`config.mk`:
```
export PLATFORM = sky130hd
export DESIGN_NAME = vid_timing_analyzer
export DESIGN_NICKNAME = d
export VERILOG_FILES = /design/src/rtl/vta_pkg.sv /design/src/rtl/vta_sync_meter.sv /design/src/rtl/vta_horiz.sv /design/src/rtl/vta_vert.sv /design/src/rtl/vid_timing_analyzer.sv
export SDC_FILE = /design/constraint.sdc
export NUM_CORES = 1
export LEC_CHECK = 0
export BUFFER_PORTS_ARGS = -buffer_cell sky130_fd_sc_hd__buf_2
export CAP_MARGIN = 5
export CORE_MARGIN = 4
export CORE_UTILIZATION = 50
export CTS_BUF_LIST = sky130_fd_sc_hd__clkbuf_4
export CTS_CLUSTER_SIZE = 12
export DETAILED_ROUTE_END_ITERATION = 8
export PLACE_DENSITY = 0.64
export SYNTH_ARGS = -nofsm -noshare
export SYNTH_HDL_FRONTEND = slang
export SYNTH_HIERARCHICAL = 1
export SYNTH_SLANG_ARGS = --single-unit
```
`constraint.sdc`:
```
create_clock -name clk -period 7.03 [get_ports clk]
set_input_delay 0.703 -clock clk [delete_from_list [all_inputs] [get_ports clk]]
set_output_delay 0.703 -clock clk [all_outputs]
set_load 0.005 [all_outputs]
```
`src/rtl/vta_pkg.sv`:
```
package vta_pkg;
    localparam int CNT_W   = 16;
    localparam int PULSE_W = 24;

    typedef enum logic [1:0] {
        POL_LOW  = 2'd0,
        POL_HIGH = 2'd1,
        POL_NONE = 2'd2
    } pol_e;

    typedef struct packed {
        logic [CNT_W-1:0] act_w;
        logic [CNT_W-1:0] hbp;
        logic [CNT_W-1:0] hfp;
    } hmeas_t;

    typedef struct packed {
        logic [CNT_W-1:0] act_h;
        logic [CNT_W-1:0] vbp;
        logic [CNT_W-1:0] vfp;
    } vmeas_t;

    typedef struct packed {
        hmeas_t             h;
        vmeas_t             v;
        logic [PULSE_W-1:0] hsw;
        logic [PULSE_W-1:0] vsw;
    } fmt_t;

    function automatic pol_e pick_pol(input logic [PULSE_W-1:0] hi_len,
                                      input logic [PULSE_W-1:0] lo_len);
        return (hi_len < lo_len) ? POL_HIGH : POL_LOW;
    endfunction

    function automatic logic [CNT_W-1:0] inc_sat(input logic [CNT_W-1:0] v);
        return (v == '1) ? v : v + 1'b1;
    endfunction
endpackage

```
`src/rtl/vta_sync_meter.sv`:
```
module vta_sync_meter
    import vta_pkg::*;
#(
    parameter int TIMEOUT = 4000000
) (
    input  logic               clk,
    input  logic               rst,
    input  logic               tick,
    input  logic               sig,
    output pol_e               pol,
    output logic [PULSE_W-1:0] width,
    output logic               act,
    output logic               assert_ev
);
    localparam int IW = $clog2(TIMEOUT + 1);
    localparam logic [IW-1:0] LIM = IW'(TIMEOUT);

    logic               prev, seen_edge, got_hi, got_lo;
    logic [PULSE_W-1:0] run, hi_len, lo_len;
    logic [IW-1:0]      idle;
    logic               edge_now;

    assign edge_now = tick && (sig != prev);

    always_ff @(posedge clk) begin
        if (rst) begin
            prev      <= 1'b0;
            seen_edge <= 1'b0;
            got_hi    <= 1'b0;
            got_lo    <= 1'b0;
            run       <= '0;
            hi_len    <= '0;
            lo_len    <= '0;
            idle      <= '0;
        end else if (tick) begin
            prev <= sig;
            if (sig != prev) begin
                run       <= 1;
                idle      <= '0;
                seen_edge <= 1'b1;
                if (seen_edge) begin
                    if (prev) begin
                        hi_len <= run;
                        got_hi <= 1'b1;
                    end else begin
                        lo_len <= run;
                        got_lo <= 1'b1;
                    end
                end
            end else begin
                if (run != '1) run <= run + 1'b1;
                if (idle == LIM) begin
                    got_hi    <= 1'b0;
                    got_lo    <= 1'b0;
                    seen_edge <= 1'b0;
                end else begin
                    idle <= idle + 1'b1;
                end
            end
        end
    end

    assign pol = (got_hi && got_lo && idle != LIM) ? pick_pol(hi_len, lo_len) : POL_NONE;

    always_comb begin
        act       = 1'b0;
        assert_ev = 1'b0;
        width     = '0;
        if (pol == POL_HIGH) begin
            act       = sig;
            assert_ev = tick && sig && !prev;
            width     = hi_len;
        end else if (pol == POL_LOW) begin
            act       = !sig;
            assert_ev = tick && !sig && prev;
            width     = lo_len;
        end
    end


    pol_width_chk: assert property (@(posedge clk) disable iff (rst)
        (pol != POL_NONE) |-> (width != '0));


    idle_clear_chk: assert property (@(posedge clk) disable iff (rst)
        (tick && !edge_now && idle == LIM) |=> (!got_hi && !got_lo));
endmodule

```
`src/rtl/vta_horiz.sv`:
```
module vta_horiz
    import vta_pkg::*;
(
    input  logic   clk,
    input  logic   rst,
    input  logic   tick,
    input  logic   de,
    input  logic   hs_act,
    input  logic   hs_ev,
    output hmeas_t meas
);
    logic [CNT_W-1:0] since_sync, since_de, run;
    logic             armed, de_line;

    always_ff @(posedge clk) begin
        if (rst) begin
            since_sync <= '0;
            since_de   <= '0;
            run        <= '0;
            armed      <= 1'b0;
            de_line    <= 1'b0;
            meas       <= '0;
        end else if (tick) begin
            since_sync <= hs_act ? '0 : inc_sat(since_sync);
            since_de   <= de ? '0 : inc_sat(since_de);
            run        <= de ? inc_sat(run) : '0;

            if (hs_act)      armed <= 1'b1;
            else if (de)     armed <= 1'b0;
            if (de && armed && !hs_act) meas.hbp <= since_sync;

            if (!de && run != '0) meas.act_w <= run;

            if (hs_ev)       de_line <= 1'b0;
            else if (de)     de_line <= 1'b1;
            if (hs_ev && de_line) meas.hfp <= since_de;
        end
    end


    hbp_once_chk: assert property (@(posedge clk) disable iff (rst)
        (tick && de && armed && !hs_act) |=> !armed);
endmodule

```
`src/rtl/vta_vert.sv`:
```
module vta_vert
    import vta_pkg::*;
(
    input  logic   clk,
    input  logic   rst,
    input  logic   tick,
    input  logic   de,
    input  logic   vs_act,
    input  logic   hs_ev,
    input  logic   vs_ev,
    output vmeas_t meas,
    output logic   frame_done
);
    logic             de_line, vs_line, armed, had_de;
    logic [CNT_W-1:0] blank_cnt, tail_cnt, line_cnt, vbp_q;
    logic [CNT_W-1:0] tail_eff, lines_eff;
    logic             had_de_eff;

    always_comb begin
        tail_eff   = tail_cnt;
        lines_eff  = line_cnt;
        had_de_eff = had_de;
        if (hs_ev) begin
            if (de_line) begin
                tail_eff   = '0;
                lines_eff  = inc_sat(line_cnt);
                had_de_eff = 1'b1;
            end else if (!vs_line) begin
                tail_eff = inc_sat(tail_cnt);
            end
        end
        meas.act_h = lines_eff;
        meas.vbp   = vbp_q;
        meas.vfp   = tail_eff;
        frame_done = vs_ev && had_de_eff;
    end

    always_ff @(posedge clk) begin
        if (rst) begin
            de_line   <= 1'b0;
            vs_line   <= 1'b0;
            armed     <= 1'b0;
            had_de    <= 1'b0;
            blank_cnt <= '0;
            tail_cnt  <= '0;
            line_cnt  <= '0;
            vbp_q     <= '0;
        end else if (tick) begin
            if (hs_ev) begin
                de_line  <= de;
                vs_line  <= vs_act;
                tail_cnt <= tail_eff;
                line_cnt <= lines_eff;
                had_de   <= had_de_eff;
                if (vs_line) begin
                    blank_cnt <= '0;
                    armed     <= 1'b1;
                end else if (armed && !de_line) begin
                    blank_cnt <= inc_sat(blank_cnt);
                end else if (armed && de_line) begin
                    vbp_q <= blank_cnt;
                    armed <= 1'b0;
                end
            end else begin
                if (de)     de_line <= 1'b1;
                if (vs_act) vs_line <= 1'b1;
            end
            if (vs_ev) begin
                line_cnt <= '0;
                had_de   <= 1'b0;
            end
        end
    end


    vbp_arm_chk: assert property (@(posedge clk) disable iff (rst)
        (tick && hs_ev && vs_line) |=> armed);
endmodule

```
`src/rtl/vid_timing_analyzer.sv`:
```
module vid_timing_analyzer
    import vta_pkg::*;
#(
    parameter int SYNC_TIMEOUT = 4000000,
    parameter int PCLK_TIMEOUT = 1024
) (
    input  logic               clk,
    input  logic               rst,
    input  logic               pix_ce,
    input  logic               link_lock,
    input  logic               de,
    input  logic               hsync,
    input  logic               vsync,
    output logic               stream_ok,
    output logic [1:0]         hs_pol,
    output logic [1:0]         vs_pol,
    output logic [CNT_W-1:0]   act_width,
    output logic [CNT_W-1:0]   act_height,
    output logic [PULSE_W-1:0] hs_width,
    output logic [PULSE_W-1:0] vs_width,
    output logic [CNT_W-1:0]   h_back,
    output logic [CNT_W-1:0]   h_front,
    output logic [CNT_W-1:0]   v_back,
    output logic [CNT_W-1:0]   v_front
);
    localparam int WW = $clog2(PCLK_TIMEOUT + 1);
    localparam logic [WW-1:0] WLIM = WW'(PCLK_TIMEOUT);
    localparam int DW = $clog2(SYNC_TIMEOUT + 1);
    localparam logic [DW-1:0] DLIM = DW'(SYNC_TIMEOUT);

    pol_e               hp, vp;
    logic [PULSE_W-1:0] hsw, vsw;
    logic               hs_act, hs_ev, vs_act, vs_ev, frame_done;
    hmeas_t             hm;
    vmeas_t             vm;
    fmt_t               stat;

    // pixel strobe activity, system clock domain
    logic [WW-1:0] quiet;
    logic          clk_alive;
    always_ff @(posedge clk) begin
        if (rst)                 quiet <= WLIM;
        else if (pix_ce)         quiet <= '0;
        else if (quiet != WLIM)  quiet <= quiet + 1'b1;
    end
    assign clk_alive = (quiet != WLIM);

    // data enable movement
    logic          de_prev, de_seen;
    logic [DW-1:0] de_idle;
    always_ff @(posedge clk) begin
        if (rst) begin
            de_prev <= 1'b0;
            de_seen <= 1'b0;
            de_idle <= '0;
        end else if (pix_ce) begin
            de_prev <= de;
            if (de != de_prev) begin
                de_idle <= '0;
                de_seen <= 1'b1;
            end else if (de_idle != DLIM) begin
                de_idle <= de_idle + 1'b1;
            end else begin
                de_seen <= 1'b0;
            end
        end
    end

    assign stream_ok = link_lock && clk_alive && de_seen && (de_idle != DLIM);

    vta_sync_meter #(.TIMEOUT(SYNC_TIMEOUT)) u_hs (
        .clk(clk), .rst(rst), .tick(pix_ce), .sig(hsync),
        .pol(hp), .width(hsw), .act(hs_act), .assert_ev(hs_ev)
    );

    vta_sync_meter #(.TIMEOUT(SYNC_TIMEOUT)) u_vs (
        .clk(clk), .rst(rst), .tick(pix_ce), .sig(vsync),
        .pol(vp), .width(vsw), .act(vs_act), .assert_ev(vs_ev)
    );

    vta_horiz u_h (
        .clk(clk), .rst(rst), .tick(pix_ce), .de(de),
        .hs_act(hs_act), .hs_ev(hs_ev), .meas(hm)
    );

    vta_vert u_v (
        .clk(clk), .rst(rst), .tick(pix_ce), .de(de), .vs_act(vs_act),
        .hs_ev(hs_ev), .vs_ev(vs_ev), .meas(vm), .frame_done(frame_done)
    );

    always_ff @(posedge clk) begin
        if (rst) begin
            stat <= '0;
        end else if (frame_done && stream_ok) begin
            stat.h   <= hm;
            stat.v   <= vm;
            stat.hsw <= hsw;
            stat.vsw <= vsw;
        end
    end

    assign hs_pol     = hp;
    assign vs_pol     = vp;
    assign act_width  = stat.h.act_w;
    assign h_back     = stat.h.hbp;
    assign h_front    = stat.h.hfp;
    assign act_height = stat.v.act_h;
    assign v_back     = stat.v.vbp;
    assign v_front    = stat.v.vfp;
    assign hs_width   = stat.hsw;
    assign vs_width   = stat.vsw;


    strobe_alive_chk: assert property (@(posedge clk) disable iff (rst)
        pix_ce |=> clk_alive);


    status_hold_chk: assert property (@(posedge clk) disable iff (rst)
        !stream_ok |=> $stable(stat));
endmodule

```
==> summary.txt, run 1 <==
Pwr
  • Tot Pwr: 0.00613 W
  • Leakage power: 9.90 nW
  • P_int: 0.00472 W
  • Clock share of power: 46.9%
  • PD cells: 216 mW/mm^2
  • P_sw: 0.00141 W
  • Gate power share: 2.6%
  • Switching part of the total power: 23.0%
  • Reg power frac: 50.4%
  • Peak supply drop: 134 uV

STA
  • Slew margin rel.: 16.4%
  • Final hold vios: 0
  • RSZ-0062 raised after global routing: no
  • Fmax: 181 MHz
  • Final period util: 78.6%
  • Final min period: 5520 ps
  • Final Hold Slack: 244 ps
  • Worst slew pin tran: 1250 ps
  • Clk_skew: 45.3 ps
  • Setup total negative slack: 0 ps
  • Fin. max-slew vios: 0
  • Setup violators final: 0
  • Setup ws final: 1510 ps

Setup path
  • CP Class: register to register
  • Worst-path fanout max: 62
  • Crit-path slowest cell: o211a_4
  • Cell mode on critical path: nand2_1
  • CP peak stage delay: 710 ps
  • CP Launch Type: register
  • CP Data Arrival Time: 6360 ps
  • Sum of buffers and inverters on the critical path: 3
  • WP data required: 7870 ps
  • Crit. End Element: register
  • Cell family with most CP delay: simple AND/OR/NAND/NOR gates
  • Crit-path cells: inv_1 > ha_1 > nand4_1 > nor3_1 > nand2_1 > or2_2 > nand2_1 > mux2i_2 > buf_4 > and2_1 > o21a_1 > and3_1 > o211a_4 > buf_4 > nand2_1 > a21oi_1

Layout
  • Area Growth Syn to Fin: 10.7%
  • Most frequent cells in the layout: nand2_1 (694), dfxtp_1 (541), a21oi_1 (407)
  • Count of nets after finishing: 3,441
  • Fill cells: 4,802
  • Commonest non-fill, non-tap cell in the layout: nand2_1
  • Share of cells above drive strength 1: 13.9%
  • Final instance area: 0.0283 mm^2

Clock tree
  • Clock transition at the registers of the reported paths: 70 ps
  • Root Buffer: clkbuf_4
  • CTS H-Tree Depth: 4
  • Bufs on Longest Clock Path: 3
  • Clk Latency, worst-skew pair: 960 ps
  • CTS Hold Bufs: 2
  • Postcts setup bufs: 0
  • CTS tree: built
  • CTS resizes: 0
  • TritonCTS Sinks: 541
  • Num CTS Buffers: 148

GRT
  • Tot GR Track Use: 23.3%
  • First-pass GRT wire length: 107,000 um
  • Met1 Use GR: 30.3%
  • Layer with the highest usage: met2
  • Vias in the first global route: 21,652
  • Largest net degree at the start of global routing: 172
  • Overflow after GRT: 0
  • Initial antenna violation count: 2
  • Grt met3 use: 5.44%
  • GR Layer Usage met2: 38.0%

Floorplanning
  • DIE HEIGHT: 234 um
  • FP Rows: 82
  • Total Die Area: 0.0548 mm^2
  • Std-Cell Core Area: 0.0504 mm^2
  • I/O pins: 156
  • Die Width: 234 um
  • Starting density of the core: 50.8%

Detailed routing
  • DR iter-0 viols: 1,547
  • DRT antenna net count: 0
  • Pre-Repair DR Iteration Count: 5
  • DR WL/cell: 15.7 um
  • Drt drc: 0
  • Total vias in the final route: 23,066
  • Drt via density: 5.58
  • Final WL: 65,100 um

Synthesis
  • Yosys cell types: 92
  • Syn Inst Count: 3,243
  • Syn_nets: 3,317
  • EDFF count, synth: 0
  • Syn Area/Cell: 7.89 um^2
  • Share of async-settable or async-resettable flops after synthesis: 0%
  • Synthesis-stage register bit count: 541
  • Post-Syn Area: 0.0256 mm^2
  • Yosys warnings: 6
  • Sequential fraction of the synthesis area: 42.4%
  • Main synth FF type: dfxtp_1

Placed design
  • DP Area: 0.0264 mm^2
  • Placement Setup Slack: 1490 ps
  • Hpwl dp: 42,600 um
  • Routability cong.: 0.852
  • PortBufs: 155

Hold path
  • Hold/Removal Path Class: primary input to register

Status
  • Status: complete, no violations

Flow run
  • Max Cap Viol: 0
==> per-layer routing <==
metal,vias to the layer above,part of all wire [%]
met5,-,0
met4,0,1.6
met1,10856,45
met3,77,5.7
met2,618,47
li1,11515,-
==> per-stage QoR <==
step | cells | utilization [%]
global placement | 3887 | 52.4
global route | 4137 | 56.2
CTS | 4136 | 56.2
floorplan | 3243 | -
detailed placement | 3887 | 52.4
finish | 4137 | 56.2
==> state kept, by name (all words and copies together), names as in the netlist, 22 cells and up <==
register / count
u_hs/run: 24
u_hs/hi_len: 24
u_vs/hi_len: 24
u_hs/idle: 22
u_vs/lo_len: 24
u_hs/lo_len: 24
u_vs/idle: 22
de_idle: 22
hs_width: 24
u_h/meas: 48
vs_width: 24
u_vs/run: 24
==> final timing paths <==
| kind | slack [ps] | cells past startpoint | from | endpoint |
|---|---|---|---|---|
| min | 240 | 2 | rst | u_hs/seen_edge |
| max | 1510 | 16 | u_hs/lo_len[23] | vs_width[2] |
| max reg2reg | 1510 | 16 | u_hs/lo_len[23] | vs_width[2] |
| min reg2reg | 450 | 2 | u_v/vbp_q[1] | v_back[1] |
==> final cells by class <==
| class | count | area [um^2] | share of cell area (%) |
|---|---|---|---|
| antenna | 1 | 2.50 | 0.00884 |
| sequential | 541 | 10800 | 38.3 |
| timing repair buffer | 175 | 956 | 3.38 |
| clock buffer | 222 | 1670 | 5.89 |
| tap | 672 | 841 | 2.97 |
| multi-input combinational | 2404 | 13400 | 47.4 |
| inverter | 97 | 367 | 1.29 |
| clock inverter | 25 | 225 | 0.795 |
==> synth_stat cells (10+ instances only) <==
cell type | number | area (um^2)
mux2i_1 | 48 | 480
and3_1 | 36 | 225
inv_1 | 95 | 357
nand3_1 | 144 | 721
buf_6 | 17 | 191
a21oi_2 | 11 | 96.3
and4_1 | 22 | 193
nor4_1 | 21 | 131
nor3_1 | 61 | 305
o31ai_1 | 11 | 82.6
a21oi_1 | 407 | 2040
a211oi_1 | 17 | 128
nand4_1 | 63 | 394
nand2_1 | 694 | 2610
a31oi_1 | 23 | 144
and2_1 | 15 | 93.8
o211ai_1 | 10 | 75.1
or2_2 | 11 | 68.8
nor2_1 | 260 | 976
nor3b_1 | 12 | 90.1
dfxtp_1 | 541 | 10800
nor4b_1 | 14 | 123
nand2b_1 | 19 | 119
xnor2_1 | 84 | 736
xor2_1 | 56 | 490
a22oi_1 | 10 | 75.1
o21ai_0 | 115 | 576
or3_1 | 23 | 144
ha_1 | 67 | 838
clkbuf_1 | 117 | 439
buf_2 | 56 | 280
==> power groups by stage <==
stage | sequential [W] | combinational (W) | clock (W)
2_1_floorplan | 0.00315 | 0.000123 | 0
3_3_place_gp | 0.00316 | 0.000157 | 0
3_5_place_dp | 0.00316 | 0.000160 | 0
4_1_cts | 0.00309 | 0.000162 | 0.00298
5_1_grt | 0.00309 | 0.000179 | 0.00314
6_report | 0.00309 | 0.000162 | 0.00288
==> kinds of logic (layout without fill, tap and decap cells) <==
family	count (synthesis)	count (layout)	share of synthesized area [%]
flip-flops	541	541	42.4
buffers and inverters	298	519	5.27
other	0	1	0
AO/OA/AOI/OAI	683	683	15.5
multiplexers	50	50	1.97
AND/OR/NAND/NOR	1464	1464	26.8
adder cells (fa/ha/maj)	67	67	3.28
XOR/XNOR	140	140	4.79
(Power assumes the default switching activity.)
==> run 2, diff against run 1 <==
clock period = 5.6 ns   (was 7.03 ns; I/O delays follow)
==> summary.txt, run 2 (synthesized netlist as in run 1, its figures left out) <==
Pwr
  • Leakage power: 9.96 nW
  • Tot Pwr: 0.00765 W
  • PD cells: 269 mW/mm^2
  • Peak supply drop: 170 uV

STA
  • Final Hold Slack: 118 ps
  • Final hold vios: 0
  • Fmax: 223 MHz
  • Clk_skew: 42.7 ps
  • Worst slew pin tran: 1240 ps
  • Fin. max-slew vios: 0
  • Final period util: 80.2%
  • Setup violators final: 0
  • RSZ-0062 raised after global routing: no
  • Setup ws final: 1110 ps
  • Final min period: 4490 ps
  • Setup total negative slack: 0 ps
  • Slew margin rel.: 17.3%

GRT
  • Overflow after GRT: 0
  • Vias in the first global route: 22,510
  • Initial antenna violation count: 3
  • Tot GR Track Use: 23.8%
  • Largest net degree at the start of global routing: 122
  • First-pass GRT wire length: 110,000 um

Placed design
  • Routability cong.: 0.876
  • Placed Cells: 3,892
  • Placement Setup Slack: 1150 ps
  • Hpwl dp: 43,000 um
  • PortBufs: 155

Detailed routing
  • Pre-Repair DR Iteration Count: 5
  • Drt via density: 5.59
  • DRT antenna net count: 0
  • Total vias in the final route: 23,283
  • DR iter-0 viols: 1,553
  • Final WL: 65,800 um
  • Drt drc: 0
  • DR WL/cell: 15.8 um

Setup path
  • Crit. End Element: register
  • Worst-path fanout max: 47
  • R2R Path Start: u_hs/lo_len[23]
  • CP Data Arrival Time: 5400 ps
  • WP data required: 6500 ps
  • CP Class: register to register
  • CP Launch Type: register
  • Crit path from: u_hs/lo_len[23]

Flow run
  • Max Cap Viol: 0

Floorplanning
  • FP Rows: 82
  • Starting density of the core: 50.8%
  • I/O pins: 156
  • Die Width: 234 um
  • Std-Cell Core Area: 0.0504 mm^2
  • Total Die Area: 0.0548 mm^2
  • DIE HEIGHT: 234 um

Layout
  • Most frequent cells in the layout: nand2_1 (694), dfxtp_1 (541), a21oi_1 (407)
  • Biggest register: u_h/meas
  • Final Non-Filler Cells: 4,167
  • Max reg flops: 48
  • Count of nets after finishing: 3,450
  • Commonest non-fill, non-tap cell in the layout: nand2_1
  • Share of cells above drive strength 1: 14.1%
  • Area Growth Syn to Fin: 11.1%

Status
  • Status: complete, no violations

Clock tree
  • CTS resizes: 0
  • Num CTS Buffers: 148
  • Root Buffer: clkbuf_4
  • CTS tree: built
  • CTS H-Tree Depth: 4
  • Bufs on Longest Clock Path: 3
  • Clock transition at the registers of the reported paths: 70 ps
  • Clk Latency, worst-skew pair: 990 ps
  • TritonCTS Sinks: 541

Hold path
  • Hold/Removal Path Class: primary input to register
  • Hold_sp: de
==> run 2: cell types whose count changed in the layout (fill, tap and decap cells not counted), sizes merged, moves of 3 or more <==
cell	change
bufinv	-3
diode	+5
buf	+5
clkinv	+14
dlygate4sd3	+4
==> run 2: report_power, final <==
group	leakage, nW	internal [W]	switching [W]
Combinational	4.45	0.0000500	0.000158
Clock	1.14	0.00191	0.00165
Sequential	4.36	0.00386	0.0000176
Total	9.96	0.00582	0.00183
==> run 2: area by class of cell <==
| type | count | area, um^2 |
|---|---|---|
| clock buffers | 224 | 1680 |
| flip-flops and latches | 541 | 10800 |
| inverters | 97 | 367 |
| diodes | 6 | 15.0 |
| fillers | 4780 | 22000 |
| well taps | 672 | 841 |
| multi-input cells | 2404 | 13400 |
| repair buffers | 184 | 1050 |
| clock inverters | 39 | 206 |
==> run 2: per-stage QoR <==
stage,instance area (um^2),utilization (%)
3_5_place_dp,26400,52.5
5_1_grt,28400,56.4
2_1_floorplan,25600,-
3_3_place_gp,26400,52.5
4_1_cts,28400,56.4
6_report,28400,56.4
==> run 2: worst paths after layout <==
kind                        to  slack [ps]  cells past startpoint
hold / removal     u_h/run[10]         120                      3
setup reg to reg  hs_width[22]        1110                     17
hold reg to reg     h_front[1]         440                      2
setup / recovery  hs_width[22]        1110                     17
==> run 2: metal layers <==
metal  track usage [%]  wire (um)
met1              31.2      29800
met2              38.7      31000
met3              5.50       3540
met4              8.69       1450
met5                 0          0
==> run 2: repair_timing <==
| item | 4_1_cts | 5_1_grt |
|---|---|---|
| setup buffers | 0 | 0 |
| hold endpoints to repair | 76 | 0 |
| hold buffers | 6 | 0 |
==> run 2: worst max-delay path, cell delays in order, from the launching register on <==
cell,delay [ps]
dfxtp_1,350
inv_1,50
ha_1,300
nand4_1,180
nor3_1,490
nand2_1,130
or2_2,310
nand2_1,120
mux2i_2,210
buf_4,270
and2_1,160
buf_4,230
o21a_1,130
and3_1,240
o211a_4,610
buf_4,380
nand2_1,100
a21oi_1,140
